[src/rtl/aux_dma.sv]
module aux_dma #(
  parameter int          AW          = 26,
  parameter int          DW          = 64,
  parameter logic [31:0] AUX_SIZE    = 32'h0100_0000,
  parameter int          CYC_PER_BLK = 246,
  parameter logic [31:0] MIRROR_OFS  = 32'h0040_0000,
  parameter logic [3:0]  MIRROR_MODE = 4'd4
) (
  input  logic          clk,
  input  logic          rst_n,
  input  logic          cfg_we,
  input  logic [2:0]    cfg_sel,
  input  logic [15:0]   cfg_wdata,
  output logic [15:0]   cfg_rdata,
  output logic          busy,
  output logic          irq,
  output logic          mm_req,
  output logic          mm_we,
  output logic [AW-1:0] mm_addr,
  output logic [DW-1:0] mm_wdata,
  input  logic [DW-1:0] mm_rdata,
  output logic          ax_req,
  output logic          ax_we,
  output logic [AW-1:0] ax_addr,
  output logic [DW-1:0] ax_wdata,
  input  logic [DW-1:0] ax_rdata
);
  localparam int          BEAT      = DW / 8;
  localparam int          BLK_SHIFT = 5;
  localparam int          TW        = 40;
  localparam logic [31:0] ADDR_MASK = 32'((64'd1 << AW) - 64'd1);

  typedef enum logic [1:0] {S_IDLE, S_RD, S_WR, S_MIR} st_t;

  st_t           st;
  logic [31:0]   ma, xa, cw;
  logic [15:0]   info;
  logic [TW-1:0] tmr;
  logic          busy_q, irq_q, oor_q;
  logic [DW-1:0] hold;

  wire start_req = cfg_we && (cfg_sel == 3'd5);
  wire start     = start_req && !busy_q;

  wire [31:0]   cw_new = {cw[31:16], cfg_wdata & 16'hFFE0};
  wire [31:0]   ma_m   = ma & ADDR_MASK;
  wire [31:0]   xa_m   = xa & ADDR_MASK;
  wire          oor_new = xa_m >= AUX_SIZE;
  wire [TW-1:0] delay  = TW'(cw_new[30:BLK_SHIFT]) * TW'(CYC_PER_BLK);

  wire dir    = cw[31];
  wire mirror = !dir && (info[3:0] == MIRROR_MODE) && (xa < MIRROR_OFS);
  wire last   = cw[30:0] == 31'(BEAT);
  wire adv    = (st == S_WR && !mirror) || st == S_MIR;

  wire [AW-1:0] xa_mir = xa[AW-1:0] + MIRROR_OFS[AW-1:0];

  assign busy = busy_q;
  assign irq  = irq_q;

  assign mm_req   = (st == S_RD && !dir) || (st == S_WR && dir);
  assign mm_we    = st == S_WR;
  assign mm_addr  = ma[AW-1:0];
  assign mm_wdata = oor_q ? '0 : ax_rdata;

  assign ax_req   = (st == S_RD && dir && !oor_q) || (st == S_WR && !dir) || st == S_MIR;
  assign ax_we    = st != S_RD;
  assign ax_addr  = (st == S_MIR) ? xa_mir : xa[AW-1:0];
  assign ax_wdata = (st == S_MIR) ? hold : mm_rdata;

  always_comb begin
    case (cfg_sel)
      3'd0:    cfg_rdata = ma[31:16];
      3'd1:    cfg_rdata = ma[15:0];
      3'd2:    cfg_rdata = xa[31:16];
      3'd3:    cfg_rdata = xa[15:0];
      3'd4:    cfg_rdata = cw[31:16];
      3'd5:    cfg_rdata = cw[15:0];
      3'd6:    cfg_rdata = info;
      default: cfg_rdata = '0;
    endcase
  end

  always_ff @(posedge clk or negedge rst_n) begin
    if (!rst_n) begin
      st     <= S_IDLE;
      ma     <= '0;
      xa     <= '0;
      cw     <= '0;
      info   <= '0;
      tmr    <= '0;
      busy_q <= 1'b0;
      irq_q  <= 1'b0;
      oor_q  <= 1'b0;
      hold   <= '0;
    end else begin
      irq_q <= 1'b0;
      if (cfg_we) begin
        case (cfg_sel)
          3'd0: ma[31:16] <= cfg_wdata;
          3'd1: ma[15:0]  <= cfg_wdata;
          3'd2: xa[31:16] <= cfg_wdata;
          3'd3: xa[15:0]  <= cfg_wdata;
          3'd4: cw[31:16] <= cfg_wdata;
          3'd6: info      <= cfg_wdata;
          default: ;
        endcase
      end
      if (start) begin
        busy_q <= 1'b1;
        tmr    <= delay;
        oor_q  <= oor_new;
        ma     <= ma_m;
        xa     <= xa_m;
        cw     <= cw_new;
        if (cw_new[30:0] == '0) begin
          st <= S_IDLE;
        end else if (!cw_new[31] && oor_new) begin
          ma <= ma_m + {1'b0, cw_new[30:0]};
          xa <= xa_m + {1'b0, cw_new[30:0]};
          cw <= {cw_new[31], 31'd0};
          st <= S_IDLE;
        end else begin
          st <= S_RD;
        end
      end else begin
        if (busy_q) begin
          if (tmr <= TW'(1)) begin
            busy_q <= 1'b0;
            irq_q  <= 1'b1;
          end else begin
            tmr <= tmr - TW'(1);
          end
        end
        case (st)
          S_RD: st <= S_WR;
          S_WR: begin
            hold <= mm_rdata;
            if (mirror) st <= S_MIR;
          end
          default: ;
        endcase
        if (adv) begin
          ma       <= ma + 32'(BEAT);
          xa       <= xa + 32'(BEAT);
          cw[30:0] <= cw[30:0] - 31'(BEAT);
          st       <= last ? S_IDLE : S_RD;
        end
      end
    end
  end

  p_start_busy_r1: assert property (@(posedge clk) disable iff (!rst_n)
    start |=> busy_q);

  p_irq_after_busy_r2: assert property (@(posedge clk) disable iff (!rst_n)
    irq_q |-> (!busy_q && $past(busy_q)));

  p_dir_ports_r3: assert property (@(posedge clk) disable iff (!rst_n)
    ((mm_req && mm_we) |-> dir) and ((ax_req && ax_we) |-> !dir));

  p_addr_mask_r4: assert property (@(posedge clk) disable iff (!rst_n)
    $rose(busy_q) |-> (ma[31:AW] == '0 && xa[31:AW] == '0));

  p_beat_step_r5: assert property (@(posedge clk) disable iff (!rst_n)
    (adv && !cfg_we) |=> (cw[30:0] == $past(cw[30:0]) - 31'(BEAT)));

  p_oor_quiet_r6: assert property (@(posedge clk) disable iff (!rst_n)
    ax_req |-> !oor_q);

  p_mirror_follows_r8: assert property (@(posedge clk) disable iff (!rst_n)
    (st == S_MIR) |-> $past(ax_req && ax_we));

  p_no_restart_r10: assert property (@(posedge clk) disable iff (!rst_n)
    (busy_q && start_req) |=> $stable(cw[31]));
endmodule

[config.mk]
export PLATFORM = sky130hd
export DESIGN_NAME = aux_dma
export DESIGN_NICKNAME = d
export VERILOG_FILES = /design/src/rtl/aux_dma.sv
export SDC_FILE = /design/constraint.sdc
export NUM_CORES = 1
export LEC_CHECK = 0
export BUFFER_PORTS_ARGS = -buffer_cell sky130_fd_sc_hd__buf_4
export CAP_MARGIN = 30
export CORE_UTILIZATION = 36
export CTS_CLUSTER_DIAMETER = 40
export DETAILED_ROUTE_END_ITERATION = 8
export SLEW_MARGIN = 20
export SYNTH_ARGS = -nofsm -noshare
export SYNTH_HDL_FRONTEND = slang
export SYNTH_SLANG_ARGS = --single-unit
[constraint.sdc]
create_clock -name clk -period 6.04 [get_ports clk]
set_clock_uncertainty 0.05 [all_clocks]
set_input_delay 0 -clock clk [delete_from_list [all_inputs] [get_ports clk]]
set_output_delay 0 -clock clk [all_outputs]
set_load 0.02 [all_outputs]
# Word-level counts from Yosys, hierarchy flattened

Index checks and enable logic that the tools add are counted.

Bits of input ports: 150
Word-level logic and storage cells: 127
Output and inout port bits: 202
Register bits after elaboration: 221

Bitwise operators: 1
Multiplexer cells: 41
$add $sub $neg: 7
Reduce and logical (&&, ||, !) cells: 42
Magnitude comparators: 3
Equality and inequality tests: 16
$mul: 1

Operators by type and width:

| cell                                                          | number |
|---|---|
| two-way mux 32 bit                                            | 10 |
| two-way mux 64 bit                                            | 2 |
| two-way mux 31 bit                                            | 4 |
| two-way mux 40 bit                                            | 3 |
| one-hot mux 16 bit (7 select lines)                           | 1 |
| two-way mux 16 bit                                            | 6 |
| adder 26 x 31 -> 32 bit                                       | 2 |
| adder 32 x 4 -> 32 bit (second input constant)                | 2 |
| <= comparator 40 x 1 -> 1 bit (second input constant)         | 1 |
| subtractor 40 x 1 -> 40 bit (second input constant)           | 1 |
| multiplier 26 x 7 -> 33 bit (second input constant)           | 1 |
| less-than comparator 32 x 23 -> 1 bit (second input constant) | 1 |
| equality test 31 x 4 -> 1 bit (second input constant)         | 1 |
| logical NOT 31 bit                                            | 1 |
| subtractor 31 x 4 -> 31 bit (second input constant)           | 1 |
| adder 26 x 23 -> 26 bit (second input constant)               | 1 |
| >= comparator 26 x 25 -> 1 bit (second input constant)        | 1 |
| two-way mux 26 bit                                            | 1 |
| AND reduction 4 bit                                           | 5 |
| nonzero test 3 bit                                            | 6 |
| AND reduction 2 bit                                           | 6 |
| logical AND 1 bit                                             | 11 |
| two-way mux 1 bit                                             | 10 |
| equality test 3 bit (second input constant)                   | 3 |
| 17 further kinds                                              | 30 |

# Longest topological paths before layout

Gate-level depths: netlist of the first run.

Word-level depth: 8
Depth in mapped cells: 20
Depth with buffers taken out: 19

# Worst setup path after synthesis of the first run

OpenSTA, ideal clock, no wires.

Path kind: reg2reg
Start: register cw[16]
End: register tmr[32]
Data arrival time: 4927 ps
Library setup time: 135 ps
Setup slack: 927 ps
Stages on the path, launching flop included: 21
Clock period less this slack: 5113 ps
Required time: 5855 ps
Cells stage by stage: dfrtp_1 -> inv_1 -> fa_1 -> inv_1 -> fa_1 -> fa_1 -> inv_1 -> fa_1 -> inv_1 -> ha_1 -> clkbuf_1 -> a211oi_1 -> o21bai_1 -> a21o_1 -> a21oi_1 -> o211ai_1 -> a221oi_1 -> o21ai_0 -> a31oi_1 -> xor2_1 -> o21ai_0

Longest elaborated chain between the ends: 2

Ends and longest elaborated chain:

| item                        | line | source |
|---|---|---|
| start: declaration          | 36   | `logic [31:0] ma, xa, cw;` |
| start signal: assignment    | 104  | `3'd4: cw[31:16] <= cfg_wdata;` |
| start signal: assignment    | 115  | `cw <= cw_new;` |
| start signal: assignment    | 121  | `cw <= {cw_new[31], 31'd0};` |
| multiplier 26 x 7 -> 33 bit | 49   | `wire [TW-1:0] delay = TW'(cw_new[30:BLK_SHIFT]) * TW'(CYC_PER_BLK);` |
| two-way mux 40 bit          | 109  | `if (start) begin` |
| end signal: assignment      | 111  | `tmr <= delay;` |
| end signal: assignment      | 132  | `tmr <= tmr - TW'(1);` |
| end: declaration            | 38   | `logic [TW-1:0] tmr;` |

No other way between the ends.
A chain may end at the register's enable or synchronous reset.

# Worst setup path in the final report of the first run

Start: register cw[17]
End: register tmr[32]

The elaborated chain is that of the path after synthesis.

==> results of run 1 <==
## kinds of logic after synthesis
family	count (synthesis)	share of synthesized area
buffers and inverters	331	0.0701
AOI/OAI and AO/OA	591	0.180
xor gates and xnor gates	121	0.0520
and+or+nand+nor	618	0.154
DFF	218	0.267
muxes	162	0.0918
adders and majority gates	244	0.185
## timing repair
item                      4_1_cts  5_1_grt
gates resized for setup         0        0
hold endpoints to repair      220        0
hold buffers                   82        0
## layer usage
metal | part of all wire | track usage
met2 | 0.46 | 0.426
met3 | 0.094 | 0.0699
met4 | 0.043 | 0.114
met5 | 0.00035 | 0
met1 | 0.40 | 0.328
## flip-flops by register name, summed over array words and instances (netlist names)
name and count:
ma 32, st 2, tmr 40, hold 64, cw 29, xa 32, irq 1, oor_q 1
info 16, busy 1
## cells in the mapped netlist (all sizes together), types with 74 or more instances
cell type and n:
mux2 141, dfrtp 218, o21ai 206, a21oi 131, nand2 186, clkbuf 82, nor2b 82, nor2 132
fa 95, xnor2 74, ha 149, inv 188
## path summary, 6_finish.rpt
| kind | startpoint | endpoint |
|---|---|---|
| max reg2reg | cw[17]$_DFFE_PN0P_ | tmr[32]$_DFFE_PN0P_ |
| min reg2reg | info[14]$_DFFE_PN0P_ | info[14]$_DFFE_PN0P_ |
| min | rst_n | hold[9]$_DFFE_PN0P_ |
| max in group asynchronous | rst_n | xa[18]$_DFFE_PN0P_ |
| max | cw[17]$_DFFE_PN0P_ | tmr[32]$_DFFE_PN0P_ |
| min in group clk | cfg_sel[0] | ma[4]$_DFFE_PN0P_ |
## cells in the final DEF, fill, tap and decap left out, types with 13 or more instances in the layout
cell type and n:
ha_1 149, nor2b_1 81, xnor2_1 74, a22oi_1 15, buf_4 385, dfrtp_1 217
dlygate4sd3_1 82, a21oi_1 131, nor2_1 131, a221oi_1 15, clkbuf_16 46, mux2i_1 15
nor3_1 26, a31oi_1 28, o21ai_0 202, fa_1 95, mux2_2 141, nand4_1 18
a21o_1 45, a22o_1 13, xor2_1 47, inv_1 188, o31ai_1 22, o22ai_1 18
nor4_1 16, nand2_1 183, nand3_1 54, and3_1 23, nand2b_1 13, o211ai_1 16
## layout make-up
class / instances / share of cell area
multi-input combinational: 1736 / 0.521
sequential: 218 / 0.210
timing repair buffer: 472 / 0.146
clock buffer: 57 / 0.0478
tap: 748 / 0.0360
inverter: 189 / 0.0273
clock inverter: 28 / 0.0122
antenna: 4 / 0.000385
## per-stage QoR
step	cells	util	hold WS (ns)
floorplan	2285	-	-0.346
global placement	3277	0.424	0.0571
detailed placement	3279	0.424	0.0592
CTS	3446	0.467	0.0166
global route	3451	0.468	0.0616
finish	3452	0.468	-0.00611
==> summary.md, run 1 <==
| Metric | Value |
|---|---|
| Outcome | `finished with violations` |
| Violated checks | `hold timing` |
| Post-Syn Instances | `2285` |
| Clk root buf | `clkbuf_16` |
| Flop and latch count out of synthesis | `218` |
| Row count | `86` |
| Routed vias/inst | `5.58` |
| Grt total ovfl | `0` |
| CP bufs+invs | `4` |
| Crit end category | `flip-flop` |
| Crit path largest cell delay | `0.54 ns` |
| Port-buffer cells | `351` |
| Layout cells sized above 1 | `0.240` |
| DRC errors left | `0` |
| Tcrit/Tclk final | `0.898` |
| Dpl hpwl | `58.2 mm` |
| Largest net degree at the start of global routing | `103` |
| Fin crit period | `5.42 ns` |
| Post-Syn Area | `20400 sq um` |
| Req. time, crit path | `6.43 ns` |
| Area delta synth->final | `27.5%` |
| Arrival time of the worst setup path | `5.81 ns` |
| Worst path cell trace | `inv_1 > fa_1 > inv_1 > fa_1 > fa_1 > inv_1 > fa_1 > inv_1 > ha_1 > a211oi_1 > o21bai_1 > a21o_1 > a21oi_1 > o211ai_1 > a221oi_1 > o21ai_0 > a31oi_1 > xor2_1 > o21ai_0` |
| Reg2Reg Depth | `19` |
| Post-Place Setup Slack | `0.591 ns` |
| Vias in the first global route | `19000` |
| Placer Congestion | `0.948` |
| First-pass GRT wire length | `116 mm` |
| Chip width | `240 microns` |
| Core Region | `55500 sq um` |
| Number of flops mapped to enable cells by yosys | `0` |
| ANT nets after route | `0` |
| Yosys warns | `0` |
| Worst-Skew Late Latency | `0.61 ns` |
| Sequential cell area | `5460 sq um` |
| Final WL | `77.7 mm` |
| CP Max Fanout | `8` |
| WS Path Type | `flip-flop to flip-flop` |
| Initial Util | `0.367` |
| Layout fillers | `5286` |
| Slew @ Worst Pin | `0.964 ns` |
| Footprint of the multi-input gates | `13500 sq um` |
| TritonCTS clock tree | `done` |
| Synth area leaders | `dfrtp_1 27%, fa_1 9.3%, ha_1 9.1%` |
| Die area | `57600 sq um` |
| Reg2reg setup slack | `0.62 ns` |
| Cell family with most CP delay | `adder cells` |
| Clk buf depth | `3` |
| Avg Inst Size Synth | `8.93 sq um` |
| CTS Buf Count | `46` |
| Initial antenna violation count | `6` |
| Drt pass-1 iters | `5` |
| Via Count | `19300` |
| Max Clk Rate | `0.184 GHz` |
| Total track usage | `0.263` |
| Ys flop type | `dfrtp_1` |
| Final instance area | `26000 sq um` |
| Nets | `3057` |
| Area leader, netlist | `dfrtp_1` |
| Final setup fails | `0` |
| Slowest cell on the critical path | `fa_1` |
| Hold slack | `-0.00611 ns` |
| Post-CTS Setup Bufs | `0` |
| Async SR Flop Fraction | `1.00` |
| Synth cell types | `81` |
| Setup crit start kind | `flip-flop` |
| Placed Area | `23600 sq um` |
| 1st-iter DRT viols | `1641` |
| Clock slew at reported path FFs | `0.06 ns` |
| Vert. Die Dim | `240 microns` |
| Sequential share of the synthesized area | `0.267` |
| Min-Delay Path Class | `primary input to async pin` |
| RSZ-0062 raised after global routing | `no` |
| Slew headroom | `0.356` |
| Post-Syn Nets | `2679` |
| Ports | `352` |
| Post-synth top area share | `0.267` |
| H-tree depth | `2` |
| Max cap viols | `0` |
| Max Slew Vio Count | `0` |
| Final Hold Vio Count | `2` |
| WP depth | `19` |
| Sinks on Clock Net | `218` |
| Final setup TNS | `0 ns` |
| WL per Instance | `22.5 microns` |
| Setup ws final | `0.618 ns` |
Power of run 1 is not shown: default switching activity piles up to over one toggle a cycle in this logic, so the estimate is an artifact.
==> inputs of run 2 (changes only) <==
==> constraint.sdc (replaced) <==
create_clock -name clk -period 6.04 [get_ports clk]
set_clock_uncertainty 0.05 [all_clocks]
set_input_delay 0.604 -clock clk [delete_from_list [all_inputs] [get_ports clk]]
set_output_delay 0.604 -clock clk [all_outputs]
set_load 0.02 [all_outputs]
==> summary.md, run 2 (same netlist as run 1, synthesis figures left out) <==
| Metric | Value |
|---|---|
| Drt pass-1 iters | `6` |
| WS Path Type | `flip-flop to flip-flop` |
| Final setup fails | `0` |
| Max Clk Rate | `0.186 GHz` |
| CP Max Fanout | `8` |
| Placer Congestion | `0.955` |
| Clock slew at reported path FFs | `0.05 ns` |
| Initial antenna violation count | `2` |
| Port-buffer cells | `351` |
| Chip width | `240 microns` |
| Reg2Reg Launch Point | `cw[16]$_DFFE_PN0P_` |
| 1st-iter DRT viols | `1602` |
| Reg2reg setup slack | `0.66 ns` |
| Final instance area | `25200 sq um` |
| Area delta synth->final | `23.7%` |
| Final Hold Vio Count | `0` |
| Core Region | `55500 sq um` |
| First-pass GRT wire length | `114 mm` |
| WL per Instance | `22.6 microns` |
| Dpl hpwl | `58.3 mm` |
| RSZ-0062 raised after global routing | `no` |
| Largest register FFs | `64` |
| Slew headroom | `0.313` |
| CTS Buf Count | `47` |
| Largest regs | `hold (64), tmr (40)` |
| Reg2Reg Depth | `19` |
| Final WL | `76.1 mm` |
| Outcome | `completed` |
| Largest net degree at the start of global routing | `123` |
| Post-CTS Setup Bufs | `0` |
| Die area | `57600 sq um` |
| DRC errors left | `0` |
| Sinks on Clock Net | `218` |
| Grt total ovfl | `0` |
| Clk buf depth | `3` |
| Clk root buf | `clkbuf_16` |
| Hold-fix buffers at CTS | `0` |
| ANT nets after route | `0` |
| Ports | `352` |
| Arrival time of the worst setup path | `5.77 ns` |
| Fin crit period | `5.38 ns` |
| Fin util | `0.454` |
| Max Slew Vio Count | `0` |
| Max cap viols | `0` |
| Vert. Die Dim | `240 microns` |
| Worst-Skew Late Latency | `0.60 ns` |
| Crit end category | `flip-flop` |
| Slew @ Worst Pin | `1.03 ns` |
| Nets | `2985` |
| Vias in the first global route | `18800` |
| Placed Area | `23600 sq um` |
| Final setup TNS | `0 ns` |
| Biggest register | `hold` |
| Layout cells sized above 1 | `0.250` |
| Initial Util | `0.367` |
| Via Count | `19200` |
| PostCTS Resize Cnt | `0` |
| Setup crit start kind | `flip-flop` |
| Tcrit/Tclk final | `0.891` |
| Total track usage | `0.259` |
| Routed vias/inst | `5.70` |
| FF-to-FF End | `tmr[32]$_DFFE_PN0P_` |
| Commonest non-fill, non-tap cell in the layout | `buf_4` |
| H-tree depth | `2` |
| Most frequent cells in the layout | `395 x buf_4, 217 x dfrtp_1, 202 x o21ai_0, 188 x inv_1, 183 x nand2_1` |
| TritonCTS clock tree | `done` |
| Req. time, crit path | `6.43 ns` |
| Min-Delay Path Class | `primary input to async pin` |
| Row count | `86` |
run 2: area by class of cell:
cell class,count,area (sq um)
Antenna cell,2,5.00
Clock buffer,59,1290
Clock inverter,25,253
Fill cell,5360,30300
Inverter,189,709
Multi-Input combinational cell,1736,13500
Sequential cell,218,5460
Tap cell,748,936
Timing Repair Buffer,399,3040
run 2: layer usage:
metal / routed length [microns] / track usage / vias up
met5: 27 / 0 / -
met4: 3780 / 0.129 / 4
li1: - / - / 8648
met1: 29300 / 0.322 / 9358
met3: 8260 / 0.0700 / 213
met2: 34800 / 0.412 / 1004
run 2: metrics by stage:
step	instances	hold WS, ns	setup WS [ns]
5_1_grt	3374	0.149	0.308
3_5_place_dp	3288	0.423	0.148
2_1_floorplan	2285	0.258	0.799
4_1_cts	3372	0.109	0.658
6_report	3376	0.0441	0.658
3_3_place_gp	3288	0.413	0.189
run 2: worst max path at each step:
stage,start,endpoint,slack [ns],cells past startpoint
global placement,cfg_wdata[8],tmr[32]$_DFFE_PN0P_,0.19,18
CTS,cw[17]$_DFFE_PN0P_,tmr[32]$_DFFE_PN0P_,0.66,19
global route,cw[16]$_DFFE_PN0P_,tmr[32]$_DFFE_PN0P_,0.31,19
floorplan,cfg_wdata[15],tmr[32]$_DFFE_PN0P_,0.80,20
finish,cw[16]$_DFFE_PN0P_,tmr[32]$_DFFE_PN0P_,0.66,19
detailed placement,cfg_wdata[8],tmr[32]$_DFFE_PN0P_,0.15,18
run 2: worst max-delay path, cell delays in order, from the launching register on:
cell and delay [ns]:
dfrtp_1 0.38, inv_1 0.33, fa_1 0.49, inv_1 0.09, fa_1 0.42, fa_1 0.54, inv_1 0.05, fa_1 0.50
inv_1 0.04, ha_1 0.40, a211oi_1 0.28, o21bai_1 0.10, a21o_1 0.18, a21oi_1 0.18, o211ai_1 0.20, a221oi_1 0.45
o21ai_0 0.14, a31oi_1 0.21, xor2_1 0.15, o21ai_0 0.08
Power of run 2 is left out for the same reason.
